<file path="config.mk">
export PLATFORM = sky130hd
export DESIGN_NAME = entropy_conditioner
export DESIGN_NICKNAME = d
export VERILOG_FILES = /design/src/rtl/entcond_pkg.sv /design/src/rtl/entcond_mixer.sv /design/src/rtl/entcond_crc.sv /design/src/rtl/entcond_interlock.sv /design/src/rtl/entropy_conditioner.sv
export SDC_FILE = /design/constraint.sdc
export NUM_CORES = 1
export LEC_CHECK = 0
export CAP_MARGIN = 20
export CORE_ASPECT_RATIO = 0.5
export CORE_UTILIZATION = 49
export DETAILED_ROUTE_END_ITERATION = 8
export GPL_TIMING_DRIVEN = 0
export PLACE_DENSITY = 0.79
export SYNTH_ARGS = -nofsm -noshare
export SYNTH_HDL_FRONTEND = slang
export SYNTH_SLANG_ARGS = --single-unit
</file>
<file path="constraint.sdc">
create_clock -name clk -period 2.1 [get_ports clk]
set_input_delay 0.42 -clock clk [delete_from_list [all_inputs] [get_ports clk]]
set_output_delay 0.42 -clock clk [all_outputs]
set_load 0.05 [all_outputs]
</file>
<file path="src/rtl/entcond_pkg.sv">
package entcond_pkg;
    localparam int CRC_W = 64;
    localparam logic [CRC_W-1:0] CRC_POLY = 64'h231D_CEE9_1262_B8A3;
    localparam int NUM_SRC = 3;
    localparam int WAIT_W = 8;
endpackage

</file>
<file path="src/rtl/entcond_mixer.sv">
module entcond_mixer #(
    parameter int N = 3
) (
    input  logic [N-1:0] noise_i,
    input  logic [N-1:0] en_i,
    output logic         bit_o
);
    logic [N-1:0] gated;
    for (genvar i = 0; i < N; i++) begin : g_gate
        assign gated[i] = noise_i[i] & en_i[i];
    end
    assign bit_o = ^gated;
endmodule

</file>
<file path="src/rtl/entcond_crc.sv">
module entcond_crc #(
    parameter int W = 64,
    parameter logic [W-1:0] POLY = entcond_pkg::CRC_POLY
) (
    input  logic         clk,
    input  logic         rst_n,
    input  logic         bit_i,
    output logic [W-1:0] crc_o
);
    typedef struct packed {
        logic [W-1:0] crc;
    } crc_st_t;

    crc_st_t st_d, st_q;
    logic    fb;

    always_comb begin
        st_d   = st_q;
        fb     = st_q.crc[W-1] ^ bit_i;
        st_d.crc = {st_q.crc[W-2:0], 1'b0} ^ (fb ? POLY : '0);
    end

    always_ff @(posedge clk) begin
        if (!rst_n) st_q <= '0;
        else        st_q <= st_d;
    end

    assign crc_o = st_q.crc;

    assert_zero_hold_R10: assert property (@(posedge clk) disable iff (!rst_n)
        (st_q.crc == '0 && !bit_i) |=> (st_q.crc == '0));

    assert_plain_shift_R3: assert property (@(posedge clk) disable iff (!rst_n)
        (!st_q.crc[W-1] && !bit_i) |=> (st_q.crc == {$past(st_q.crc[W-2:0]), 1'b0}));
endmodule

</file>
<file path="src/rtl/entcond_interlock.sv">
module entcond_interlock #(
    parameter int CNT_W = 8
) (
    input  logic             clk,
    input  logic             rst_n,
    input  logic             mode_i,
    input  logic [CNT_W-1:0] wait_i,
    input  logic             valid_i,
    output logic             ready_o
);
    typedef struct packed {
        logic [CNT_W-1:0] cnt;
    } lock_st_t;

    lock_st_t st_d, st_q;
    logic     fire;

    assign ready_o = !mode_i || (st_q.cnt >= wait_i);
    assign fire    = valid_i && ready_o;

    always_comb begin
        st_d = st_q;
        if (fire)                st_d.cnt = '0;
        else if (st_q.cnt != '1) st_d.cnt = st_q.cnt + 1'b1;
    end

    always_ff @(posedge clk) begin
        if (!rst_n) st_q <= '0;
        else        st_q <= st_d;
    end

    assert_restart_R6: assert property (@(posedge clk) disable iff (!rst_n)
        fire |=> (st_q.cnt == '0));

    assert_hold_off_R5: assert property (@(posedge clk) disable iff (!rst_n)
        (fire && mode_i && wait_i != '0) |=> (!mode_i || wait_i == '0 || !ready_o));

    assert_saturate_R9: assert property (@(posedge clk) disable iff (!rst_n)
        (st_q.cnt == '1 && !fire) |=> (st_q.cnt == '1));
endmodule

</file>
<file path="src/rtl/entropy_conditioner.sv">
module entropy_conditioner #(
    parameter int NSRC  = entcond_pkg::NUM_SRC,
    parameter int WBITS = entcond_pkg::WAIT_W,
    localparam int DW   = entcond_pkg::CRC_W
) (
    input  logic             clk,
    input  logic             rst_n,
    input  logic [NSRC-1:0]  noise_i,
    input  logic [NSRC-1:0]  src_en_i,
    input  logic             lock_mode_i,
    input  logic [WBITS-1:0] wait_cycles_i,
    input  logic             rd_valid_i,
    output logic             rd_ready_o,
    output logic [DW-1:0]    rd_data_o
);
    logic mix_bit;

    entcond_mixer #(.N(NSRC)) u_mix (
        .noise_i (noise_i),
        .en_i    (src_en_i),
        .bit_o   (mix_bit)
    );

    entcond_crc #(.W(DW), .POLY(entcond_pkg::CRC_POLY)) u_crc (
        .clk   (clk),
        .rst_n (rst_n),
        .bit_i (mix_bit),
        .crc_o (rd_data_o)
    );

    entcond_interlock #(.CNT_W(WBITS)) u_lock (
        .clk     (clk),
        .rst_n   (rst_n),
        .mode_i  (lock_mode_i),
        .wait_i  (wait_cycles_i),
        .valid_i (rd_valid_i),
        .ready_o (rd_ready_o)
    );

    assert_disabled_quiet_R2: assert property (@(posedge clk) disable iff (!rst_n)
        (src_en_i == '0 && rd_data_o == '0) |=> (rd_data_o == '0));
endmodule

</file>
# == Word-level counts from Yosys, hierarchy flattened ==
# Index checks and enable logic that the tools add are counted.
# Widths: inputs -> output; s select.
# op_classes
n_addsub,1
n_lt_le_gt_ge,1
eq_ne,1
mux,1
n_bitwise,6
n_reduce_logical,5
# ops
operator,n
$xor 64x64->64,1
$mux 62,1
$add 8x1->8 const B,1
$ge 8x8->1,1
$ne 8x8->1 const B,1
$and 1x1->1,3
$reduce_xor 3->1,1
$reduce_or 2->1,1
$logic_and 1x1->1,1
$logic_not 1->1,1
$logic_or 1x1->1,1
$not 1->1,1
$xor 1x1->1,1
# word_totals
regBits,72
out_inout_bits,65
word_cells,17

# == Depth between registers and ports, before layout ==
# Gate-level depths: netlist (run 1).
# depth
ltp_word,5
ltp_mapped,6

# == Cells and area by module ==
# From an unflattened synthesis (run 1), not the netlist that was laid out.
# unflattened
cells_unflattened,309
area_unflattened_um2,3133.0
# modules_own_cells
module,n_inst,cells_each,area_per_inst_um2,seq_area_each_um2
entcond_crc,1,234,2484.9,1281.2
entcond_interlock,1,71,614.3,160.2
entcond_mixer,1,4,33.8,0.0

# == Least setup slack after synthesis (run 1) ==
# OpenSTA, ideal clock, no wires.
# synth_timing
path_kind,input port to output port
startpoint,in wait_cycles_i[7]
endpoint,out rd_ready_o
t_arrival_ns,1.730
path_slack_ns,-0.050
path_stages,5
cell_sequence,inv_1 ha_1 and3_4 nand2_1 o31ai_4
# synth_via
elab_chain_cells,2
# synth_rtl
element,line,text
"start, declared",entropy_conditioner.sv:11,"input logic [WBITS-1:0] wait_cycles_i,"
$ge 8x8->1,entcond_interlock.sv:18,assign ready_o = !mode_i || (st_q.cnt >= wait_i);
$logic_or 1x1->1,entcond_interlock.sv:18,
"end, declared",entropy_conditioner.sv:13,"output logic rd_ready_o,"
# Every way passes these cells.

# == Worst setup path after layout (run 1) ==
# layout_timing
startpoint,reg u_lock.st_q[7] in the netlist's numbering
endpoint,out rd_ready_o
# layout_via
elab_chain_cells,2
# layout_rtl
element,line,text
"start, declared",entcond_interlock.sv:15,"lock_st_t st_d, st_q;"
"start signal, assigned",entcond_interlock.sv:29,else st_q <= st_d;
$ge 8x8->1,entcond_interlock.sv:18,
$logic_or 1x1->1,entcond_interlock.sv:18,
# Every way passes these cells.

==> results of run 1 <==
## synth_stat cells, types with 2 or more instances
cell | number | area (µm²)
a2111oi_4 | 2 | 55.1
a211oi_1 | 4 | 30.0
a21oi_1 | 3 | 15.0
a221oi_2 | 2 | 30.0
and2_1 | 35 | 219
and3_4 | 2 | 22.5
buf_2 | 3 | 15.0
buf_4 | 37 | 278
clkbuf_1 | 7 | 26.3
dfxtp_1 | 72 | 1440
ha_1 | 9 | 113
inv_1 | 9 | 33.8
mux2i_1 | 2 | 20.0
nand2_1 | 6 | 22.5
nand3_1 | 2 | 10.0
nand4_1 | 2 | 12.5
nor2_1 | 33 | 124
o21ai_0 | 2 | 10.0
xnor2_1 | 4 | 35.0
xnor3_1 | 29 | 653
## timing repair
item                                    in CTS  in global routing
setup buffers                                6                  1
pin swaps                                   11                  3
endpoints found under the setup margin       1                  1
gates resized for setup                     35                  4
## final timing paths
check / from / endpoint / slack (ns)
setup / recovery: u_lock.st_q[7] / rd_ready_o / -0.02
hold / removal: u_crc.crc_o[13] / u_crc.crc_o[14] / 0.46
setup reg to reg: u_lock.st_q[7] / u_lock.st_q[7] / 0.26
hold reg to reg: u_crc.crc_o[13] / u_crc.crc_o[14] / 0.46
## stage by stage
step / hold slack (ns) / area (µm²) / TNS (ns)
6_report: 0.459 / 4670 / -0.0180
5_1_grt: 0.474 / 4670 / -0.0688
4_1_cts: 0.464 / 4650 / -0.0330
3_5_place_dp: 0.450 / 4230 / -3.01
3_3_place_gp: 0.441 / 4230 / -2.35
2_1_floorplan: 0.436 / 3320 / 0
## flip-flops by register name (all words and copies together), names as in the netlist
| signal | flops |
|---|---|
| u_crc.crc_o | 64 |
| u_lock.st_q | 8 |
## logic make-up after synthesis
| logic type | share of synthesized area, % |
|---|---|
| buf+inv | 11.2 |
| xor+xnor | 21.1 |
| compound gates | 6.10 |
| mux | 0.606 |
| fa+ha+maj | 3.41 |
| flops | 43.6 |
| simple gates | 13.9 |
## power groups by stage
stage	logic, mW	registers [mW]	clock network [mW]
floorplan	0.931	1.85	0
global placement	1.52	1.63	0
detailed placement	1.55	1.64	0
CTS	1.57	1.61	1.56
global route	1.64	1.63	1.62
finish	1.56	1.61	1.53
## per-layer routing
metal / GRT usage [%] / vias up
li1: - / 1086
met1: 21.2 / 1018
met2: 36.6 / 55
met3: 6.68 / 9
met4: 6.23 / 0
met5: 0 / -
## cell type report
cell class / count / area (µm²)
fill: 395 / 1620
multi-input combinational: 150 / 1580
sequential: 72 / 1460
timing repair buffer: 87 / 847
buffer: 49 / 334
clock buffer: 10 / 239
tap: 88 / 110
clock inverter: 6 / 67.6
inverter: 10 / 37.5
==> results.txt, run 1 <==
----------------------------------------------------
[Clock network]
  Later-pin clock latency in the skew report ... roughly 0.33 ns
  Hold buffer count at cts ... 0
  Cts bufs inserted ... 9
  CTS H-tree lvls ... 3
  Maximum buffer depth of the clock tree ... 2
  Clock tree sinks ... 72
  Cell at the root of the clock tree ... clkbuf_16
  CTS tree ... done
  Clock slew at the register clock pins of the worst setup and hold paths ... ~0.060 ns

[Power]
  Power density relative to cell area ... 1010 nW/µm²
  Switching Power ... 1.49 mW
  Fraction of power spent switching nets ... between 30% and 40%
  Maximum vdd ir drop ... about 0.47 mV
  Proportion of power drawn by flip-flops and latches ... around 34%
  Internal power ... 3.21 mW
  Combinational cell fraction of total power ... about 33%
  Final Power ... around 4.7 mW
  Relative contribution of the clock network to total power ... 32.6%
  Leakage ... around 2.2 nW

[Timing]
  Final period utilization ... 101%
  Unrepaired setup endpoints after global routing ... true
  Slew at the pin closest to its max-slew limit ... 0.522 ns
  Worst Skew ... around 0.0046 ns
  Hold violation total from the final report ... 0
  Final critical-path required period ... 2.12 ns
  Post-route setup slack ... -0.0180 ns
  Max Clock Freq ... 472 MHz
  Rel. slew slack ... between 60% and 70%
  Endpoints failing setup ... 1
  Final number of max-transition violations ... 0

[Setup path]
  WP data required ... about 1.7 ns
  CP Capture Type ... output port
  Critical path buffers and inverters ... 1
  Largest delay share family, worst path ... compound AO/OA/AOI/OAI gates
  Worst Reg2Reg Path Length in Cells ... 6
  Slowest cell delay on critical path ... about 0.36 ns
  CP max-delay cell ... dfxtp_4
  Cell-by-cell listing of the critical path ... ha_4 > and3_4 > a221oi_4 > o31ai_4 > buf_6
  Logic depth of the worst setup path including buffers ... 5
  Nature of the critical path startpoint ... register
  Arr. time, crit path ... 1.70 ns
  Largest fanout of any net on the critical path ... 4
  Crit path kind ... register to output port

[Yosys]
  Part of the Yosys area used for sequential elements ... a little over two fifths
  Avg Inst Size Synth ... around 12 µm²
  Number of unique standard cell types used by synthesis ... 36
  Number of flops mapped to enable cells by yosys ... 0
  Net count after synthesis ... 308
  Number of warning messages in the yosys log ... 0
  Cell area after technology mapping ... between 3000 and 4000 µm²
  Cells after Synth ... ~280
  Register bit count reported by yosys ... 72
  Main flop type after synthesis ... dfxtp_1
  Proportion of register bits with asynchronous set or reset after synthesis ... 0%

[Drt]
  Vias after detailed routing ... 2168
  Routed metal-1 wirelength ... 2600 µm
  Met3 wire length ... 314 µm
  First-pass DRT Iterations ... 4
  Drt drc ... 0
  Detail Route met2 WL ... roughly 3300 µm
  Via-per-instance ratio ... ~4.6
  Top layer reached by signal wires ... met4
  Routed WL ... approximately 6300 µm
  Drt first-iter violations ... 90
  Final routed wire length divided by cell count ... around 13 µm
  Final antenna-violating net count ... 0

[Final layout]
  Share of post-route cells with drive strength above 1 ... roughly a quarter
  Antenna Diode Count ... 0
  Share of the core filled with cells ... between 70% and 80%
  Post-Layout Cell Count ... about 470
  Commonest cells after routing, fill and taps aside ... clkdlybuf4s50_1, dfxtp_1, buf_4
  Number of nets at the end of the flow ... about 410
  Leading cell type in the layout, fill and taps excluded ... clkdlybuf4s50_1
  Area added between synthesis and finish ... 41.2%

[Die]
  Die boundary width ... 118 µm
  Standard cell core area ... between 6000 and 7000 µm²
  Die ar. ... just over 7000 µm²
  Row Count ... 20
  Die Y ... around 60 µm
  Count of boundary I/O pins ... 83
  Initial cell density of the core ... between 50% and 60%

[GRT]
  Global Route Usage Sum ... around a fifth
  Vias in the first global route ... around 2200
  Final global-route overflow total ... 0
  Maximum number of pins on one net before global-route repair ... 14
  Number of antenna violations at the first check in global routing ... 0
  Wire length of the first global-routing pass ... roughly 10000 µm

[Min path]
  Path class of the lowest-slack min-delay path ... register to register
  Worst Hold Path Cells ... 1

[Run status]
  Run status ... finished with violations
  Failing checks ... setup timing

[Placement]
  Detailed placer's ending HPWL ... approximately 4400 µm
  IO buf count ... 80
  Gpl congestion ... around 0.74
  Worst slack, placed ... -1.19 ns
  Placed cell count ... between 400 and 500

[Flow run]
  Total of max-cap violations ... 0

----------------------------------------------------
Note: power is estimated with default switching activity, not from simulation.
==> inputs of run 2 (changes only) <==
--- a/config.mk
+++ b/config.mk
@@ -11,6 +11,7 @@
 export DETAILED_ROUTE_END_ITERATION = 8
 export GPL_TIMING_DRIVEN = 0
 export PLACE_DENSITY = 0.79
+export SETUP_SLACK_MARGIN = 0.5
 export SYNTH_ARGS = -nofsm -noshare
 export SYNTH_HDL_FRONTEND = slang
 export SYNTH_SLANG_ARGS = --single-unit
==> run 2 against run 1 <==
Effect of this change:
- the flow still finishes with violations (setup timing)
- total power up 7.0%
- cell count increased by 2.3%
- core utilization grew 5.5 points
- via count up 7.1%
- sequential cell count did not move
- highest routed layer unchanged
- wire length grew 23%
- critical path depth is 2 higher
- clock skew barely moved
- count of clock-buffer cells in the layout unchanged
- hold slack better by 0.00057 ns
- sequential power about the same
- combinational power rose by 4%
==> results.txt, run 2 (synthesis results as in run 1) <==
----------------------------------------------------
[Drt]
  Final routed wire length divided by cell count ... 15.9 µm (+20%)
  First-pass DRT Iterations ... 4 (unchanged)
  Via-per-instance ratio ... 4.81 (+4.7%)
  Drt first-iter violations ... 131 (+46%)
  Vias after detailed routing ... 2322 (+7.1%)
  Drt drc ... 0 (unchanged)
  Routed WL ... 7680 µm (+23%)
  Final antenna-violating net count ... 0 (unchanged)

[Placement]
  Detailed placer's ending HPWL ... 4570 µm (+4.9%)
  Placed cell count ... 449 (unchanged)
  Gpl congestion ... 0.810 (+9.0%)
  IO buf count ... 80 (unchanged)

[Setup path]
  WP data required ... 1.68 ns (about the same)
  CP Capture Type ... output port
  Reg-to-Reg Start ... u_lock.st_q[6]
  Worst Reg2Reg Path Length in Cells ... 8 (+2)
  Endpoint of the lowest-slack register-to-register path ... u_lock.st_q[7]
  Cell-by-cell listing of the critical path ... clkdlybuf4s15_1 > inv_8 > ha_4 > and3_4 > a221oi_4 > o31ai_4 > buf_6
  Nature of the critical path startpoint ... input pin
  CP max-delay cell ... a221oi_4
  Slowest cell delay on critical path ... 0.31 ns (-0.05 ns)
  Register-to-register path setup slack ... 0.09 ns (-0.17 ns)
  Crit path kind ... input pin to output port
  Largest fanout of any net on the critical path ... 2 (-2)
  Arr. time, crit path ... 1.73 ns (+0.03 ns)

[Power]
  Maximum vdd ir drop ... 0.455 mV (-2.7%)
  Leakage ... 2.42 nW (+11%)
  Power density relative to cell area ... 1000 nW/µm² (-0.34%)

[Die]
  Die boundary width ... 118 µm (unchanged)
  Initial cell density of the core ... 52.6% (unchanged)
  Count of boundary I/O pins ... 83 (unchanged)
  Standard cell core area ... 6280 µm² (unchanged)
  Die ar. ... 7100 µm² (unchanged)
  Row Count ... 20 (unchanged)
  Die Y ... 60.1 µm (unchanged)

[Final layout]
  Footprint of the multi-input gates ... 1650 µm² (+4.7%)
  Number of nets at the end of the flow ... 417 (+2.7%)
  Commonest cells after routing, fill and taps aside ... dfxtp_1, clkdlybuf4s15_2, buf_4
  Share of the core filled with cells ... 79.7% (+5.5 points)
  Area added between synthesis and finish ... 51.6%
  Max reg flops ... 64 (unchanged)
  Combined flip-flop and latch cell area ... 1450 µm² (-0.26%)
  Post-Layout Cell Count ... 483 (+2.3%)
  Leading cell type in the layout, fill and taps excluded ... dfxtp_1
  Fillers ... 346 (-12%)
  Share of post-route cells with drive strength above 1 ... 45.8% (+21 points)
  Antenna Diode Count ... 0 (unchanged)

[Min path]
  Path class of the lowest-slack min-delay path ... register to register
  Endpoint with the worst hold slack ... u_crc.crc_o[55]
  Worst Hold Path Cells ... 1 (unchanged)
  Startpoint of the worst hold path ... u_crc.crc_o[54]

[Timing]
  Max Clock Freq ... 464 MHz (-1.6%)
  Post-route setup slack ... -0.0534 ns (-0.0353 ns)
  Endpoints failing setup ... 1 (unchanged)
  Worst Skew ... 0.00432 ns (-0.000239 ns)
  Unrepaired setup endpoints after global routing ... true
  Final number of max-transition violations ... 0 (unchanged)
  Slew at the pin closest to its max-slew limit ... 0.648 ns (+0.125 ns)
  Final period utilization ... 103% (+1.7 points)
  Final critical-path required period ... 2.15 ns (+0.0353 ns)
  Rel. slew slack ... 56.8% (-8.2 points)
  Hold violation total from the final report ... 0 (unchanged)

[Clock network]
  Maximum buffer depth of the clock tree ... 2 (unchanged)
  Later-pin clock latency in the skew report ... 0.33 ns (about the same)
  Hold buffer count at cts ... 0 (unchanged)
  CTS H-tree lvls ... 3 (unchanged)
  Cell at the root of the clock tree ... clkbuf_16
  Clock tree sinks ... 72 (unchanged)
  CTS tree ... done
  Cts bufs inserted ... 9 (unchanged)
  Clock slew at the register clock pins of the worst setup and hold paths ... 0.06 ns (about the same)

[Run status]
  Failing checks ... setup timing
  Run status ... finished with violations

[GRT]
  Vias in the first global route ... 2329 (+4.3%)
  Number of antenna violations at the first check in global routing ... 0 (unchanged)
  Global Route Usage Sum ... 20.9% (+1.4 points)
  Maximum number of pins on one net before global-route repair ... 14 (unchanged)
  Final global-route overflow total ... 0 (unchanged)
  Wire length of the first global-routing pass ... 11100 µm (+7.5%)

[Flow run]
  Total of max-cap violations ... 0 (unchanged)

----------------------------------------------------
-- run 2: worst max-delay path by stage --
stage,slack [ns],to,from
after floorplan,0.09,rd_ready_o,wait_cycles_i[7]
after global placement,-1.18,rd_ready_o,wait_cycles_i[7]
after detailed placement,-1.21,rd_ready_o,wait_cycles_i[6]
after CTS,-0.09,rd_ready_o,u_lock.st_q[0]
after global routing,-0.11,rd_ready_o,u_lock.st_q[1]
final,-0.05,rd_ready_o,wait_cycles_i[6]
-- run 2: report_power, final --
group	leakage, nW	internal (mW)	switching, mW
logic	1.65	0.740	0.884
registers	0.594	1.53	0.0938
clock network	0.169	1.20	0.590
-- run 2: routing by layer --
layer	track usage, %	share of wire (%)	vias up	wire length (µm)
met4	8.06	2.4	0	186
met1	22.5	41	1119	3150
met3	5.25	4.1	14	314
met5	0	0	-	0
met2	40.9	53	85	4030
li1	-	-	1104	-
-- run 2: area by class of cell --
type	count	share of cell area, %
Buffer	49	7.47
Clock buffer	10	4.77
Timing Repair Buffer	98	20.3
Multi-Input combinational cell	150	32.9
Clock inverter	6	2.30
Inverter	10	1.10
Sequential cell	72	29.0
Tap cell	88	2.20
-- run 2: per-stage QoR --
step           TNS, ns  instance area [µm²]  hold slack, ns  setup slack (ns)  power [mW]
6_report       -0.0534                 5010           0.460           -0.0534        5.03
5_1_grt         -0.114                 5010           0.479            -0.114        5.19
4_1_cts        -0.0880                 4900           0.461           -0.0880        4.98
3_5_place_dp     -2.91                 4290           0.447             -1.21        3.20
3_3_place_gp     -2.53                 4290           0.440             -1.18        3.17
2_1_floorplan        0                 3380           0.436            0.0872        2.79
-- run 2: worst max-delay path, delay by kind of cell --
kind	cells	cell delay [ns]
compound gates	2	0.44
fa+ha+maj	1	0.19
buf+inv	3	0.50
simple gates	1	0.18
-- run 2: what timing repair did --
| action | in CTS | in global routing |
|---|---|---|
| setup buffers | 7 | 9 |
| hold endpoints to repair | 0 | 0 |
| setup endpoints to repair | 102 | 48 |
| cloned | 1 | 1 |
| gates resized for setup | 228 | 35 |
| pin swaps | 15 | 13 |
==> inputs of run 3 (changes only) <==
--- a/config.mk
+++ b/config.mk
@@ -7,11 +7,12 @@
 export LEC_CHECK = 0
 export CAP_MARGIN = 20
 export CORE_ASPECT_RATIO = 0.5
-export CORE_UTILIZATION = 49
+export CORE_UTILIZATION = 48
 export DETAILED_ROUTE_END_ITERATION = 8
 export GPL_TIMING_DRIVEN = 0
-export PLACE_DENSITY = 0.79
+export PLACE_DENSITY = 0.78
 export SETUP_SLACK_MARGIN = 0.5
 export SYNTH_ARGS = -nofsm -noshare
 export SYNTH_HDL_FRONTEND = slang
+export SYNTH_HIERARCHICAL = 1
 export SYNTH_SLANG_ARGS = --single-unit
==> run 3 against run 2 <==
Effect of this change:
- the flow still finishes with violations (setup timing)
- total power decreased by 5.4%
- global-route usage increased by 0.11 points
- core utilization decreased by 4.2 points
- sequential share of layout area increased by 1.9 points
- clock skew increased by 0.00083 ns
- count of clock-buffer cells in the layout unchanged
- via count increased by 1.2%
- largest cell class is now flip-flops and latches
- highest routed layer unchanged
==> results.txt, run 3 <==
----------------------------------------------------
[Run status]
  Run status ... finished with violations
  Failing checks ... setup timing

[Timing]
  Post-route setup slack ... -0.199 ns (-0.146 ns)
  Endpoints failing setup ... 1 (unchanged)
  Unrepaired setup endpoints after global routing ... true
  Accumulated negative setup slack ... -0.199 ns (-0.146 ns)
  Final number of max-transition violations ... 0 (unchanged)
  Final period utilization ... 109% (+7.0 points)
  Hold violation total from the final report ... 0 (unchanged)
  Final hold slack ... 0.459 ns (-0.00127 ns)
  Slew at the pin closest to its max-slew limit ... 0.529 ns (-0.118 ns)
  Rel. slew slack ... 64.6% (+7.8 points)
  Max Clock Freq ... 435 MHz (-6.3%)
  Final critical-path required period ... 2.30 ns (+0.146 ns)
  Worst Skew ... 0.00514 ns (+0.000827 ns)

[Final layout]
  Antenna Diode Count ... 0 (unchanged)
  Area added between synthesis and finish ... 49.0%
  Share of post-route cells with drive strength above 1 ... 38.7% (-7.1 points)
  Leading cell type in the layout, fill and taps excluded ... dfxtp_1
  Layout Cell Area excl Fill ... 4670 µm² (-6.8%)
  Commonest cells after routing, fill and taps aside ... dfxtp_1, clkdlybuf4s15_2, buf_4
  Number of nets at the end of the flow ... 434 (+4.1%)
  Max reg flops ... 64 (unchanged)
  Share of the core filled with cells ... 75.5% (-4.2 points)

[Yosys]
  Main flop type after synthesis ... dfxtp_1
  Dominant cell by count in the synthesized netlist ... dfxtp_1
  Number of unique standard cell types used by synthesis ... 38 (+5.6%)
  Top cell types by occurrence after synthesis ... dfxtp_1, and2_1, nand2_1
  Cell area after technology mapping ... 3130 µm² (-5.2%)
  Part of the Yosys area used for sequential elements ... 46.0% (+2.4 points)
  Avg Inst Size Synth ... 10.1 µm² (-14%)
  Cells after Synth ... 309 (+10%)
  Proportion of register bits with asynchronous set or reset after synthesis ... 0% (unchanged)
  Area share of the largest cell type after synthesis ... 46.0% (+2.4 points)
  Number of flops mapped to enable cells by yosys ... 0 (unchanged)
  Cell types occupying the most area after synthesis ... dfxtp_1, mux2i_1, buf_4
  Library cell with the largest summed area after synthesis ... dfxtp_1
  Net count after synthesis ... 336 (+9.1%)
  Number of warning messages in the yosys log ... 6 (+6)
  Register bit count reported by yosys ... 72 (unchanged)

[GRT]
  Global Route Usage Sum ... 21.0% (+0.11 points)
  Vias in the first global route ... 2352 (+0.99%)
  Wire length of the first global-routing pass ... 10700 µm (-4.1%)
  Final global-route overflow total ... 0 (unchanged)
  Maximum number of pins on one net before global-route repair ... 13 (-1)
  Number of antenna violations at the first check in global routing ... 0 (unchanged)

[Setup path]
  Arr. time, crit path ... 1.88 ns (+0.15 ns)
  Endpoint of the lowest-slack register-to-register path ... u_lock/st_q[3]
  Largest fanout of any net on the critical path ... 2 (unchanged)
  Crit path kind ... register to output port
  Worst setup startpoint ... u_lock/st_q[0]
  WP data required ... 1.68 ns (about the same)
  Worst Reg2Reg Path Length in Cells ... 5 (-3)
  Register-to-register path setup slack ... 0.27 ns (+0.18 ns)
  Reg-to-Reg Start ... u_lock/st_q[6]
  Nature of the critical path startpoint ... register
  CP Capture Type ... output port

[Min path]
  Worst Hold Path Cells ... 1 (unchanged)
  Path class of the lowest-slack min-delay path ... register to register
  Endpoint with the worst hold slack ... u_crc/crc_o[10]
  Startpoint of the worst hold path ... u_crc/crc_o[9]

[Placement]
  Standard cell area after detailed placement ... 4160 µm² (-2.9%)
  Worst slack, placed ... -0.938 ns (+0.272 ns)
  Gpl congestion ... 0.734 (-9.4%)
  IO buf count ... 82 (+2.5%)
  Detailed placer's ending HPWL ... 4780 µm (+4.5%)

[Clock network]
  Cts bufs inserted ... 9 (unchanged)
  Clock tree sinks ... 72 (unchanged)
  CTS tree ... done
  Cell at the root of the clock tree ... clkbuf_16
  Maximum buffer depth of the clock tree ... 2 (unchanged)
  Later-pin clock latency in the skew report ... 0.33 ns (about the same)
  Clock slew at the register clock pins of the worst setup and hold paths ... 0.06 ns (about the same)
  CTS H-tree lvls ... 3 (unchanged)

[Die]
  Die ar. ... 6870 µm² (-3.1%)
  Die Y ... 59.1 µm (-1.6%)
  Row Count ... 20 (unchanged)
  Initial cell density of the core ... 50.7% (-1.9 points)
  Standard cell core area ... 6180 µm² (-1.6%)
  Count of boundary I/O pins ... 83 (unchanged)
  Die boundary width ... 116 µm (-1.6%)

[Drt]
  Routed WL ... 6700 µm (-13%)
  Drt first-iter violations ... 72 (-45%)
  First-pass DRT Iterations ... 4 (unchanged)
  Vias after detailed routing ... 2351 (+1.2%)
  Final routed wire length divided by cell count ... 13.4 µm (-16%)
  Final antenna-violating net count ... 0 (unchanged)
  Drt drc ... 0 (unchanged)
  Via-per-instance ratio ... 4.71 (-2.0%)

[Power]
  Power density relative to cell area ... 1020 nW/µm² (+1.5%)
  Leakage ... 2.05 nW (-15%)
  Maximum vdd ir drop ... 0.588 mV (+29%)

[Flow run]
  Total of max-cap violations ... 0 (unchanged)

----------------------------------------------------
==> run 3: cell types whose count changed after synthesis, sizes merged, moves of 3 or more <==
cell / previous run / this run
a211oi: 4 / 1
a21oi: 3 / 7
buf: 42 / 45
clkbuf: 7 / 2
mux2i: 2 / 30
nand2: 6 / 35
nand2b: 2 / 31
nor2: 33 / 3
nor3: 0 / 4
o21ai: 2 / 5
xnor3: 29 / 1
==> run 3: per-layer routing <==
layer	routed length [µm]	vias up	global-route usage [%]
li1	-	1179	-
met2	3560	53	39.6
met1	2760	1109	22.5
met3	295	10	6.75
met5	0	-	0
met4	83	0	6.96
==> run 3: how the worst max path moves through the flow <==
stage,end,slack (ns),cells after the start
after floorplan,rd_ready_o,0.23,5
after global placement,rd_ready_o,-0.94,7
after detailed placement,rd_ready_o,-0.94,7
after CTS,rd_ready_o,-0.21,7
after global routing,rd_ready_o,-0.24,7
final,rd_ready_o,-0.20,7
==> run 3: metrics by stage <==
stage	instances	power [mW]
2_1_floorplan	309	2.63
3_3_place_gp	479	2.99
3_5_place_dp	479	3.03
4_1_cts	499	4.77
5_1_grt	499	4.95
6_report	499	4.76
==> run 3: cells by family after synthesis <==
logic type / share of synthesized area, %
xor+xnor: 1.80
buf+inv: 13.6
flops: 46.0
mux: 9.58
simple gates: 19.4
fa+ha+maj: 3.59
compound gates: 5.99
==> run 3: final cells by class <==
cell class,instances,area (µm²)
plain buffers,47,410
fillers,430,1510
flip-flops and latches,72,1440
clock inverters,5,104
multi-input cells,180,1400
repair buffers,87,916
well taps,88,110
inverters,10,45.0
clock buffers,10,239
==> run 3: what timing repair did <==
action | CTS | global route
gates resized for setup | 211 | 21
endpoints found under the setup margin | 103 | 33
cloned | 1 | 0
pin swaps | 10 | 5
hold buffers | 0 | 0
setup buffers | 4 | 0
==> run 3: power by group <==
part	switching (mW)	internal (mW)	total (mW)	leakage [nW]
registers	0.104	1.53	1.63	0.592
clock network	0.547	1.19	1.73	0.169
logic	0.819	0.577	1.40	1.29
total	1.47	3.29	4.76	2.05
==> run 3: critical path, cell delays in order, from the launching register on <==
cell      delay (ns)
dfxtp_2         0.34
inv_2           0.05
ha_4            0.20
nand2b_4        0.12
a2111o_1        0.44
a21oi_2         0.19
o21ai_4         0.06
buf_6           0.15
